--- src/rtl/gpio_bank_pkg.sv ---
package gpio_bank_pkg;
    localparam int PINS   = 8;
    localparam int AW     = 4;
    localparam int DRV_W  = 2;
    localparam int DRIVE_W = PINS * DRV_W;

    typedef enum logic [AW-1:0] {
        A_IN   = 4'd0,
        A_OUT  = 4'd1,
        A_POL  = 4'd2,
        A_CFG  = 4'd3,
        A_DRVL = 4'd4,
        A_DRVH = 4'd5,
        A_PEN  = 4'd6,
        A_PSEL = 4'd7,
        A_MODE = 4'd8
    } reg_addr_e;

    typedef struct packed {
        logic            od_mode;
        logic [PINS-1:0] out_v;
        logic [PINS-1:0] pol;
        logic [PINS-1:0] cfg;
        logic [PINS-1:0] drv_lo;
        logic [PINS-1:0] drv_hi;
        logic [PINS-1:0] pull_en;
        logic [PINS-1:0] pull_sel;
    } port_cfg_t;

    localparam port_cfg_t CFG_RESET = '{
        od_mode:  1'b0,
        out_v:    '1,
        pol:      '0,
        cfg:      '1,
        drv_lo:   '1,
        drv_hi:   '1,
        pull_en:  '0,
        pull_sel: '1
    };

    function automatic logic [DRV_W-1:0] drv_code(input port_cfg_t c, input int i);
        return {c.drv_hi[i], c.drv_lo[i]};
    endfunction
endpackage

--- src/rtl/gpio_cfg_regs.sv ---
module gpio_cfg_regs
    import gpio_bank_pkg::*;
(
    input  logic            clk,
    input  logic            rst,
    input  logic [AW-1:0]   addr,
    input  logic            wr_en,
    input  logic [PINS-1:0] wdata,
    input  logic [PINS-1:0] pad_in,
    output port_cfg_t       cfg_q,
    output logic [PINS-1:0] in_q
);
    port_cfg_t s;

    always_ff @(posedge clk) begin
        if (rst) begin
            s <= CFG_RESET;
        end else if (wr_en) begin
            case (addr)
                A_OUT:  s.out_v    <= wdata;
                A_POL:  s.pol      <= wdata;
                A_CFG:  s.cfg      <= wdata;
                A_DRVL: s.drv_lo   <= wdata;
                A_DRVH: s.drv_hi   <= wdata;
                A_PEN:  s.pull_en  <= wdata;
                A_PSEL: s.pull_sel <= wdata;
                A_MODE: s.od_mode  <= wdata[0];
                default: ;
            endcase
        end
    end

    always_ff @(posedge clk) begin
        in_q <= pad_in;
    end

    assign cfg_q = s;


    out_hold_chk: assert property (@(posedge clk) disable iff (rst)
        !(wr_en && addr == A_OUT) |=> $stable(s.out_v));


    in_ro_chk: assert property (@(posedge clk) disable iff (rst)
        (wr_en && addr == A_IN) |=> $stable(s));


    unmapped_chk: assert property (@(posedge clk) disable iff (rst)
        (wr_en && addr > A_MODE) |=> $stable(s));


    in_smp_chk: assert property (@(posedge clk) disable iff (rst)
        in_q == $past(pad_in));
endmodule

--- src/rtl/gpio_pad_drive.sv ---
module gpio_pad_drive
    import gpio_bank_pkg::*;
(
    input  port_cfg_t          cfg_q,
    output logic [PINS-1:0]    pad_oe,
    output logic [PINS-1:0]    pad_out,
    output logic               pad_od,
    output logic [PINS-1:0]    pad_pull_en,
    output logic [PINS-1:0]    pad_pull_up,
    output logic [DRIVE_W-1:0] pad_drive
);
    for (genvar i = 0; i < PINS; i++) begin : g_pin
        assign pad_oe[i]  = ~cfg_q.cfg[i] & (~cfg_q.od_mode | ~cfg_q.out_v[i]);
        assign pad_out[i] = cfg_q.out_v[i] & ~cfg_q.od_mode;
        assign pad_drive[DRV_W*i +: DRV_W] = drv_code(cfg_q, i);
    end

    assign pad_od      = cfg_q.od_mode;
    assign pad_pull_en = cfg_q.pull_en;
    assign pad_pull_up = cfg_q.pull_sel;
endmodule

--- src/rtl/gpio_rd_path.sv ---
module gpio_rd_path
    import gpio_bank_pkg::*;
(
    input  logic            clk,
    input  logic            rst,
    input  logic [AW-1:0]   addr,
    input  logic            rd_en,
    input  port_cfg_t       cfg_q,
    input  logic [PINS-1:0] in_q,
    output logic [PINS-1:0] in_corr,
    output logic [PINS-1:0] rdata
);
    logic [PINS-1:0] sel;

    assign in_corr = in_q ^ cfg_q.pol;

    always_comb begin
        case (addr)
            A_IN:    sel = in_corr;
            A_OUT:   sel = cfg_q.out_v;
            A_POL:   sel = cfg_q.pol;
            A_CFG:   sel = cfg_q.cfg;
            A_DRVL:  sel = cfg_q.drv_lo;
            A_DRVH:  sel = cfg_q.drv_hi;
            A_PEN:   sel = cfg_q.pull_en;
            A_PSEL:  sel = cfg_q.pull_sel;
            A_MODE:  sel = {{(PINS-1){1'b0}}, cfg_q.od_mode};
            default: sel = '0;
        endcase
    end

    always_ff @(posedge clk) begin
        if (rst)        rdata <= '0;
        else if (rd_en) rdata <= sel;
    end


    rd_hold_chk: assert property (@(posedge clk) disable iff (rst)
        !rd_en |=> $stable(rdata));


    rd_unmapped_chk: assert property (@(posedge clk) disable iff (rst)
        (rd_en && addr > A_MODE) |=> rdata == '0);
endmodule

--- src/rtl/gpio_port_bank.sv ---
module gpio_port_bank
    import gpio_bank_pkg::*;
(
    input  logic               clk,
    input  logic               rst,
    input  logic [AW-1:0]      reg_addr,
    input  logic               reg_wr,
    input  logic               reg_rd,
    input  logic [PINS-1:0]    reg_wdata,
    output logic [PINS-1:0]    reg_rdata,
    input  logic [PINS-1:0]    pad_in,
    output logic [PINS-1:0]    pad_oe,
    output logic [PINS-1:0]    pad_out,
    output logic               pad_od,
    output logic [PINS-1:0]    pad_pull_en,
    output logic [PINS-1:0]    pad_pull_up,
    output logic [DRIVE_W-1:0] pad_drive,
    output logic [PINS-1:0]    in_value
);
    port_cfg_t       cfg_q;
    logic [PINS-1:0] in_q;

    gpio_cfg_regs u_regs (
        .clk(clk), .rst(rst), .addr(reg_addr), .wr_en(reg_wr),
        .wdata(reg_wdata), .pad_in(pad_in), .cfg_q(cfg_q), .in_q(in_q)
    );

    gpio_pad_drive u_pads (
        .cfg_q(cfg_q), .pad_oe(pad_oe), .pad_out(pad_out), .pad_od(pad_od),
        .pad_pull_en(pad_pull_en), .pad_pull_up(pad_pull_up), .pad_drive(pad_drive)
    );

    gpio_rd_path u_rd (
        .clk(clk), .rst(rst), .addr(reg_addr), .rd_en(reg_rd),
        .cfg_q(cfg_q), .in_q(in_q), .in_corr(in_value), .rdata(reg_rdata)
    );


    oe_dir_chk: assert property (@(posedge clk) disable iff (rst)
        (pad_oe & cfg_q.cfg) == '0);


    od_release_chk: assert property (@(posedge clk) disable iff (rst)
        pad_od |-> ((pad_oe & cfg_q.out_v) == '0 && pad_out == '0));
endmodule

--- config.mk ---
export PLATFORM = sky130hd
export DESIGN_NAME = gpio_port_bank
export DESIGN_NICKNAME = d
export VERILOG_FILES = /design/src/rtl/gpio_bank_pkg.sv /design/src/rtl/gpio_cfg_regs.sv /design/src/rtl/gpio_pad_drive.sv /design/src/rtl/gpio_rd_path.sv /design/src/rtl/gpio_port_bank.sv
export SDC_FILE = /design/constraint.sdc
export NUM_CORES = 1
export LEC_CHECK = 0
export ABC_CLOCK_PERIOD_IN_PS = 1400
export BUFFER_PORTS_ARGS = -buffer_cell sky130_fd_sc_hd__buf_2
export CORE_MARGIN = 2
export CORE_UTILIZATION = 48
export CTS_CLUSTER_DIAMETER = 120
export DETAILED_ROUTE_END_ITERATION = 16
export GPL_TIMING_DRIVEN = 0
export PLACE_DENSITY = 0.81
export SETUP_SLACK_MARGIN = 0.15
export SLEW_MARGIN = 20
export SYNTH_ARGS = -nofsm -noshare
export SYNTH_HDL_FRONTEND = slang
export SYNTH_SLANG_ARGS = --single-unit
--- constraint.sdc ---
create_clock -name clk -period 1.4 [get_ports clk]
set_input_delay 0.21 -clock clk [delete_from_list [all_inputs] [get_ports clk]]
set_output_delay 0.21 -clock clk [all_outputs]
set_load 0.01 [all_outputs]
After elaboration in Yosys (flattened, before gate mapping). Index checks and enable logic that the tools add are counted.

Equality and inequality tests: 8. Multiplexer cells: 1. Bitwise logic cells: 42. Reductions and logical operators: 9.

Operator list (count): 8-bit one-hot mux with 9 select lines (1); 1-bit inverter (17); 1-bit bitwise AND (16); 4-bit by 3-bit == test with 1-bit output (second input constant) (4); 2-bit AND reduction (8); 4-bit by 2-bit == test with 1-bit output (second input constant) (2); 1-bit bitwise OR (8); 8-bit bitwise XOR (1); 4-bit by 1-bit == test with 1-bit output (second input constant) (1); 4-bit == test (second input constant) (1); 4-bit zero test (1).

Register bits after elaboration: 73. Bits of input ports: 24. Output and inout bits: 65.

Logic depth before layout (Yosys ltp).
Depth after elaboration: 3. Mapped depth: 7. Depth with buffers taken out: 4.

Modules after synthesis. From an unflattened synthesis, not the netlist that was laid out.

Cells, all modules: 419. Area total of the unflattened synthesis: 3741.1 sq um.

By module, submodules not included: gpio_cfg_regs (times used 1, cells each 241, area an instance 2407.3 sq um); gpio_rd_path (times used 1, cells each 128, area an instance 978.4 sq um); gpio_pad_drive (times used 1, cells each 50, area an instance 355.3 sq um).

Least setup slack after synthesis. Ideal clock, no wire load.

Path type: input to register. Start: input port reg_addr[0]. End: register u_rd.rdata[7]. Arrival: 1.222 ns. Path slack: 0.060 ns. Stages: 4. Buffers on the path: 1. Path through: buf_2 > mux4_2 > nand2b_1 > a32o_1.

Longest elaborated chain between the ends: 2. Elaborated cells between the ends (all ways): 10. Those cells by class: 8 x eq/ne; 1 x mux; 1 x reduce/logical.

Ends and longest elaborated chain: start, declared (RTL line gpio_port_bank.sv:6) `input logic [AW-1:0] reg_addr,`; 4-bit == test, or another cell as far along (RTL line gpio_rd_path.sv:18) `case (addr)`; 8-bit one-hot mux with 9 select lines (*) (RTL line gpio_rd_path.sv:18); end signal, assigned (RTL line gpio_rd_path.sv:34) `else if (rd_en) rdata <= sel;`; end, declared (RTL line gpio_rd_path.sv:11) `output logic [PINS-1:0] rdata`.

Every way passes the cells marked *; elsewhere a longest branch is shown, timed or not. A chain may end at the register's enable or synchronous reset.

Final worst setup path.
Start: register u_regs.s (netlist bit u_regs.cfg_q[56]). End: output port pad_out[1].

Longest elaborated chain between the ends: 2.

Ends and longest elaborated chain: start, declared (RTL line gpio_cfg_regs.sv:13) `port_cfg_t s;`; 1-bit inverter (RTL line gpio_pad_drive.sv:14) `assign pad_out[i] = cfg_q.out_v[i] & ~cfg_q.od_mode;`; 1-bit bitwise AND (RTL line gpio_pad_drive.sv:14); end, declared (RTL line gpio_port_bank.sv:13) `output logic [PINS-1:0] pad_out,`.

Every way passes these cells.

==> results.yml <==
timing:
  worst_slew_pin_slew_ps: 803
  fin_ws_ps: 8.55
  timing.fmax_mhz: 719
  fin_crit_sh_pct: 99.4
  skew_ps: 6.53
  drv_slew: 0
  finalSetupTns_ps: 0
  holdWs_ps: 167
  setup-violations-final: 0
  rsz0062_at_grt: "true"
  post-route-min-period_ps: 1390
  hold_violations: 0
  relSlewSlack_pct: 46.2
drt:
  met1_length_mm: 4.61
  first_pass_iters: 6
  wl_mm: 12.1
  drc: 0
  highest_layer: "met4"
  first_iter_violations: 590
  route.vias.total: 3737
  ant_nets: 0
  dr_wl_met3_mm: 1.13
  vias_per_cell: 5.77
  wl_per_cell_um: 18.6
  met2WireLength_mm: 5.60
placed_design:
  port_buffers: 84
  hpwl_mm: 7.81
  gp_congestion: 0.906
  pre_cts_ws_ps: -372
  dp.cells: 608
worst_setup_path:
  critical_path.top_delay_family: "flip-flops"
  path_cells: "buf_6 -> nor2b_1 -> buf_2"
  worstPathRequired_ps: 1190
  end_kind: "primary output"
  rr_startpoint: "u_regs.cfg_q[41]"
  cp_max_fo: 6
  startpoint: "u_regs.cfg_q[56]"
  slowest_stage: "dfxtp_4"
  cpPeakStageDelay_ps: 390
  critPathLaunchType: "flop"
  path_buf_inv: 2
  crit_type: "flop to primary output"
  crit_arrival_ps: 1180
synth:
  synthesis.nets: 446
  synthArstFlopShare_pct: 0
  synth_edf_count: 0
  synth_cell_types: 56
  ys.flop_type: "dfxtp_1"
  netlist_instances: 422
  yosys_warnings: 0
  ys_ff_latch: 73
  synth_area_um2: 3700
  ys_seq_area_share_pct: 39.4
  syn_avg_cell_area_um2: 8.78
final_layout:
  drive_above_1_share_pct: 43.4
  num_antenna_cells: 0
  final_cell_mix: "83 x buf_2, 77 x nand2_1, 46 x nand3b_1"
  layout_commonest_cell: "buf_2"
  nets: 565
  areaGrowthSynthToFinish_pct: 36.4
  stdcell_count: 648
die:
  die_w_um: 91.9
  rows: 32
  start_util_pct: 48.7
  io_pins: 89
  fp.dieH_um: 91.9
  die-area_um2: 8440
  coreArea_um2: 7610
pwr:
  seqPwrFrac_pct: 48.1
  leakage_uw: 0.00230
  pwr-share-comb_pct: 14.9
  finalPower_uw: 4530
  swShare_pct: 27.2
  power_switching_uw: 1230
  p_clk_share_pct: 37.0
  ir_worst_vdd_mv: 0.448
  p_int_uw: 3300
  p_per_area_nw_per_um2: 897
clocking:
  numCtsBuffers: 9
  cts_root_buffer: "clkbuf_8"
  clk_path_buf_depth: 2
  cts_tree: "done"
  clock_latency_ps: 350
  cts_sinks: 73
  clkTransAtPathRegs_ps: 80
  htree_levels: 3
outcome:
  status: "finished clean"
global_route:
  antenna_found_initial: 0
  track_usage_pct: 27.4
  grt_first_pass_wirelength_mm: 17.9
  grt_max_degree: 13
  grt_pass1_vias: 3471
  grt_remaining_overflow: 0
run:
  maxCapViolCount: 0
worst_hold_path:
  hold_path.startpoint: "reg_wdata[7]"
  hp-class: "input pin to flop"
-- layout make-up --
| class | instances | area [um2] |
|---|---|---|
| Multi-Input combinational cell | 285 | 2070 |
| Buffer | 57 | 437 |
| Tap cell | 102 | 128 |
| Fill cell | 603 | 2550 |
| Clock buffer | 11 | 141 |
| Sequential cell | 73 | 1510 |
| Timing Repair Buffer | 108 | 689 |
| Inverter | 7 | 26.3 |
| Clock inverter | 5 | 55.1 |
-- through the flow --
step	cell area, um2	utilization (%)
after floorplan	3760	-
after global placement	4310	56.6
after CTS	4830	63.5
after global routing	5050	66.4
final	5050	66.4
after detailed placement	4310	56.6
-- cell families after synthesis --
family          after synthesis  share of synthesized area (%)
compound gates               50                           9.59
xor+xnor                     12                           2.84
simple gates                196                           29.3
flops                        73                           39.4
buf+inv                      64                           10.7
mux                          27                           8.11
-- power groups by stage --
stage	Sequential (uW)	Combinational, uW	Clock [uW]
final	2180	675	1680
after global routing	2180	715	1760
after CTS	2180	619	1680
after detailed placement	2220	569	0
after global placement	2220	561	0
after floorplan	2220	363	0
-- synthesized netlist by cell type (2+ instances only) --
| library cell | count | area, um2 |
|---|---|---|
| a211o_1 | 3 | 26.3 |
| a211oi_1 | 3 | 22.5 |
| a21oi_1 | 14 | 70.1 |
| a221oi_1 | 5 | 43.8 |
| a22o_1 | 2 | 17.5 |
| a31o_2 | 2 | 17.5 |
| a31oi_1 | 2 | 12.5 |
| a32oi_1 | 2 | 17.5 |
| and3_1 | 2 | 12.5 |
| and3b_1 | 3 | 26.3 |
| buf_2 | 9 | 45.0 |
| buf_4 | 34 | 255 |
| buf_6 | 2 | 22.5 |
| clkbuf_1 | 11 | 41.3 |
| dfxtp_1 | 73 | 1460 |
| inv_1 | 6 | 22.5 |
| mux2_2 | 3 | 33.8 |
| mux2i_1 | 21 | 210 |
| mux4_2 | 2 | 45.0 |
| nand2_1 | 78 | 293 |
| nand2b_1 | 8 | 50.1 |
| nand3_1 | 6 | 30.0 |
| nand3b_1 | 46 | 345 |
| nor2_1 | 26 | 97.6 |
| nor2b_1 | 11 | 68.8 |
| nor3_1 | 2 | 10.0 |
| o211ai_1 | 2 | 15.0 |
| o21ai_0 | 2 | 10.0 |
| o22ai_1 | 4 | 25.0 |
| o41ai_1 | 2 | 17.5 |
| xnor2_1 | 6 | 52.6 |
| xor2_1 | 6 | 52.6 |
-- path summary, 6_finish.rpt --
| check | slack [ps] | end | depth (start not counted) |
|---|---|---|---|
| worst min register to register | 490 | u_rd.rdata[1] | 1 |
| worst min-delay path | 170 | u_regs.cfg_q[23] | 3 |
| worst max-delay path | 9 | pad_out[1] | 3 |
| worst max register to register | 50 | u_rd.rdata[1] | 5 |
-- registers in the layout (all words and copies together), names as in the netlist --
signal and flops:
u_regs.in_q 8, u_regs.cfg_q 57, u_rd.rdata 8
-- routing by layer --
| metal | GRT usage (%) | vias to the layer above |
|---|---|---|
| li1 | - | 1663 |
| met4 | 17.4 | 0 |
| met1 | 34.1 | 1745 |
| met5 | 0 | - |
| met2 | 43.6 | 260 |
| met3 | 5.18 | 69 |
-- tightest hold or removal path, cell delays in order --
cell and delay, ps:
buf_2 150, nand2_1 60, nand3b_1 60
-- repair_timing --
| action | CTS | global route |
|---|---|---|
| hold endpoints to repair | 8 | 0 |
| pin swaps | 18 | 15 |
| setup endpoints to repair | 63 | 57 |
| gates resized for setup | 41 | 47 |
| gates cloned | 1 | 0 |
| setup buffers | 10 | 5 |
| hold buffers | 8 | 0 |
Note: power is estimated with default switching activity, not from simulation.
